## config.mk

```make
export PLATFORM = sky130hd
export DESIGN_NAME = btb_core
export DESIGN_NICKNAME = d
export VERILOG_FILES = /design/src/rtl/btb_core.sv
export SDC_FILE = /design/constraint.sdc
export NUM_CORES = 1
export LEC_CHECK = 0
export ABC_AREA = 1
export BUFFER_PORTS_ARGS = -buffer_cell sky130_fd_sc_hd__buf_2
export CELL_PAD_IN_SITES_DETAIL_PLACEMENT = 1
export CELL_PAD_IN_SITES_GLOBAL_PLACEMENT = 2
export CORE_MARGIN = 3
export CORE_UTILIZATION = 39
export CTS_CLUSTER_SIZE = 24
export DETAILED_ROUTE_END_ITERATION = 12
export GPL_ROUTABILITY_DRIVEN = 0
export PLACE_DENSITY = 0.84
export SLEW_MARGIN = 30
export SYNTH_ARGS = -nofsm -noshare
export SYNTH_HDL_FRONTEND = slang
export SYNTH_SLANG_ARGS = --single-unit
```

## constraint.sdc

```tcl
create_clock -name clk -period 4.95 [get_ports clk]
set_input_delay 0.2475 -clock clk [delete_from_list [all_inputs] [get_ports clk]]
set_output_delay 0.2475 -clock clk [all_outputs]
set_load 0.01 [all_outputs]
```

## src/rtl/btb_core.sv

```systemverilog
module btb_core #(
  parameter int AW      = 32,
  parameter int ENTRIES = 8,
  localparam int IW     = (ENTRIES > 1) ? $clog2(ENTRIES) : 1
) (
  input  logic          clk,
  input  logic          rst_n,
  input  logic [AW-1:0] fetch_pc,
  output logic          pred_hit,
  output logic [AW-1:0] next_pc,
  input  logic          upd_valid,
  input  logic [AW-1:0] upd_pc,
  input  logic          upd_taken,
  input  logic [AW-1:0] upd_target
);

  logic [ENTRIES-1:0] vld;
  logic [AW-1:0]      tag_q [ENTRIES];
  logic [AW-1:0]      tgt_q [ENTRIES];
  logic [IW-1:0]      vptr;

  logic [ENTRIES-1:0] f_match, u_match;
  logic [AW-1:0]      f_tgt;
  logic [IW-1:0]      u_idx;
  logic               u_hit, do_insert;

  always_comb begin
    f_tgt = '0;
    u_idx = '0;
    for (int i = 0; i < ENTRIES; i++) begin
      f_match[i] = vld[i] && (tag_q[i] == fetch_pc);
      u_match[i] = vld[i] && (tag_q[i] == upd_pc);
      if (f_match[i]) f_tgt = f_tgt | tgt_q[i];
      if (u_match[i]) u_idx = IW'(i);
    end
  end

  assign u_hit     = |u_match;
  assign do_insert = upd_valid && upd_taken && !u_hit;
  assign pred_hit  = |f_match;
  assign next_pc   = pred_hit ? f_tgt : fetch_pc + AW'(4);

  always_ff @(posedge clk or negedge rst_n) begin
    if (!rst_n) begin
      vld  <= '0;
      vptr <= '0;
    end else if (upd_valid) begin
      if (u_hit && !upd_taken) begin
        vld[u_idx] <= 1'b0;
      end else if (do_insert) begin
        vld[vptr] <= 1'b1;
        vptr      <= (vptr == IW'(ENTRIES-1)) ? '0 : vptr + IW'(1);
      end
    end
  end

  always_ff @(posedge clk) begin
    if (upd_valid && upd_taken) begin
      if (u_hit) begin
        tgt_q[u_idx] <= upd_target;
      end else begin
        tag_q[vptr] <= upd_pc;
        tgt_q[vptr] <= upd_target;
      end
    end
  end

  AST_SINGLE_MATCH: assert property (@(posedge clk) disable iff (!rst_n)
    $countones(f_match) <= 1);

  AST_INSERT_VISIBLE: assert property (@(posedge clk) disable iff (!rst_n)
    (upd_valid && upd_taken) |=>
      ((fetch_pc != $past(upd_pc)) || (pred_hit && next_pc == $past(upd_target))));

  AST_NOT_TAKEN_CLEARS: assert property (@(posedge clk) disable iff (!rst_n)
    (upd_valid && !upd_taken) |=> ((fetch_pc != $past(upd_pc)) || !pred_hit));

  AST_PTR_HOLDS: assert property (@(posedge clk) disable iff (!rst_n)
    !(upd_valid && upd_taken) |=> $stable(vptr));

endmodule

```

==> metrics.txt <==
ys async rst share 2.10%; Pwr per Cell Area 343 nW/um^2; storage element area 15,700 sq um; Least-Margin Pin Slew 1020 ps; Top FF cell, synth edfxtp_1; Slew Viols, Final 0; routed length per instance 31.5 um; row cnt 99; DP Cell Count 4,393; initial core utilization 39.6%; Final #Nets 3,644; synth top area cells edfxtp_1 53%, nand2_1 15%, inv_1 4.9%; Residual DRC 0; Post-Layout Cell Count 4,553; GRT Util Overall 36.3%; num ports 133; met2 wire length 57,300 um; clk sink count 523; leading area contributor after synthesis edfxtp_1; Seq/Total Area, Yosys 54.0%; status finished, final reports clean; port bufs 132; final setup margin 80.5 ps; Highest Signal Layer met5; worst-case hold slack 41.5 ps; Final Cell Area 33,200 sq um; worst min path class in2reg; first-pass GRT wire length 200,000 um; Clock transition at path regs 60 ps; final wirelength 143,000 um; syn_area_per_cell 8.68 sq um; setup TNS 0 ps; Detail Route Antenna Nets 0; initial drt markers 4,053; initial antenna violation count 12; Synth Instances 3,338; total clock buffers created by CTS 61; final core utilization 45.3%; CP startpoint kind register; Tcrit/Tclk final 98.4%; cell with the most instances after synthesis nand2_1; max_cap viols 0; Distinct cells, synth 52; largest net degree at the start of global routing 34; Post-Syn Area 29,000 sq um; placed cell areas 30,800 sq um; synthesized flop and latch total 523; WL met1 56,700 um; CTS H-tree depth 2; Area Overhead vs Synth 14.5%; vias in the first global route 26,828; vias post-DR 27,151; CTS max path bufs 3; setup slack at placement 530 ps; top cell type's share of synthesized area 53.1%; Vias per Instance 5.96; Crit Path Class reg2out; Worst EP arrival 4620 ps; fillers 8,554; WL met3 22,500 um; Die ar. 77,600 sq um; fraction of layout cells with a size suffix above 1 11.0%; Tot Pwr 11.4 mW; multi-input logic area 11,200 sq um; peak supply drop 0.000316 V; Post-synth EDFFs 512; crit path capture type output pin; setup bufs post-CTS 0; clock skew 48.1 ps; slew margin rel. 31.6%; First-pass DRT Iterations 6; LEAKAGE 13.9 nW; Syn Nets 3,441; Synth top cells by count 1,156 x nand2_1, 512 x edfxtp_1, 379 x inv_1, 340 x nor2_1, 151 x nand4_1; Final setup viols 0; Core Region 73,200 sq um; highest clock rate 205 MHz; root buffer cell clkbuf_16; GRT Residual Overflow 0; CTS tree yes; critical path fanouts, max 17; clock latency on the worst-skew pair 680 ps; die height 279 um; RSZ-0062 raised after global routing false; final hold violations 0; final critical-path required period 4870 ps; Post-DP HPWL 107,000 um; die width 279 um; Ys Warns 0; worst path required time 4700 ps
[cell families (layout without fill, tap and decap cells)]
family | after synthesis | after routing | share of synthesized area [%]
other | 0 | 3 | 0
AOI/OAI and AO/OA | 180 | 180 | 3.59
buffers and inverters | 504 | 757 | 7.68
DFF | 523 | 523 | 54.0
and+or+nand+nor | 1958 | 1958 | 29.4
adders and majority gates | 3 | 3 | 0.130
xor gates and xnor gates | 170 | 170 | 5.17
[worst paths after layout]
kind                         startpoint      endpoint  slack, ps  depth (start not counted)
hold reg to reg                  vld[1]        vld[1]        540                          2
max in group asynchronous         rst_n        vld[5]       3910                          3
setup / recovery           tag_q[5][24]   next_pc[18]         80                         11
setup reg to reg                 vld[6]   tgt_q[0][5]        810                         15
min in group asynchronous         rst_n       vptr[2]        660                          3
hold / removal               upd_pc[18]  tag_q[7][18]         40                          1
[placed cells by master (no fill, tap or decap), drive strengths merged]
cell	n
o221ai	5
a221oi	1
nand4	151
edfxtp	512
a21oi	25
nor3b	8
dlygate4sd3	44
nand2	1171
or3	1
xor2	57
or2	25
ha	3
nand3b	14
xnor2	113
nor4	21
nor4b	1
inv	405
clkinvlp	2
a211oi	5
and3	6
buf	193
clkbuf	68
and2	2
o21ai	90
clkinv	41
o22ai	39
and3b	1
nor3	60
nand3	136
a21boi	1
diode	3
o211ai	2
a31o	1
nor2	361
o2111ai	11
bufinv	4
dfrtp	11
[report_power, final]
group	switching [mW]	leakage [nW]	total, mW	internal (mW)
clock	1.98	0.963	4.46	2.49
combinational	1.25	8.16	1.65	0.403
sequential	0.186	4.74	5.26	5.08
total	3.41	13.9	11.4	7.97
[per-layer routing]
metal | up-vias | global-route usage (%)
met4 | 12 | 14.1
met2 | 1958 | 51.0
li1 | 11388 | -
met1 | 13449 | 49.0
met5 | - | 0
met3 | 344 | 16.2
[state kept, by name, summed over array words and instances, names as in the netlist]
name	count
tag_q	256
vptr	3
vld	8
tgt_q	256
[timing repair]
| item | in CTS | in global routing |
|---|---|---|
| resized for setup | 0 | 0 |
| hold buffers | 44 | 0 |
| hold endpoints to repair | 295 | 0 |
| endpoints found under the setup margin | 0 | 0 |
[worst max-delay path, cell delays in order (launching register included)]
cell and delay, ps:
edfxtp_1 440, xnor2_1 620, nand3b_1 290, nor4_1 510
nand3_1 400, nor2_4 770, buf_4 280, nand2_1 60
nand4_1 100, nor2_1 70, o21ai_1 180, buf_2 200
[layout make-up]
cell class,instances,area share [%]
flip-flops and latches,523,47.2
multi-input cells,2311,33.8
repair buffers,237,4.85
clock buffers,68,4.71
inverters,407,4.62
well taps,959,3.62
clock inverters,45,1.19
diodes,3,0.0226
No activity file was read; power rests on OpenSTA's default activity.
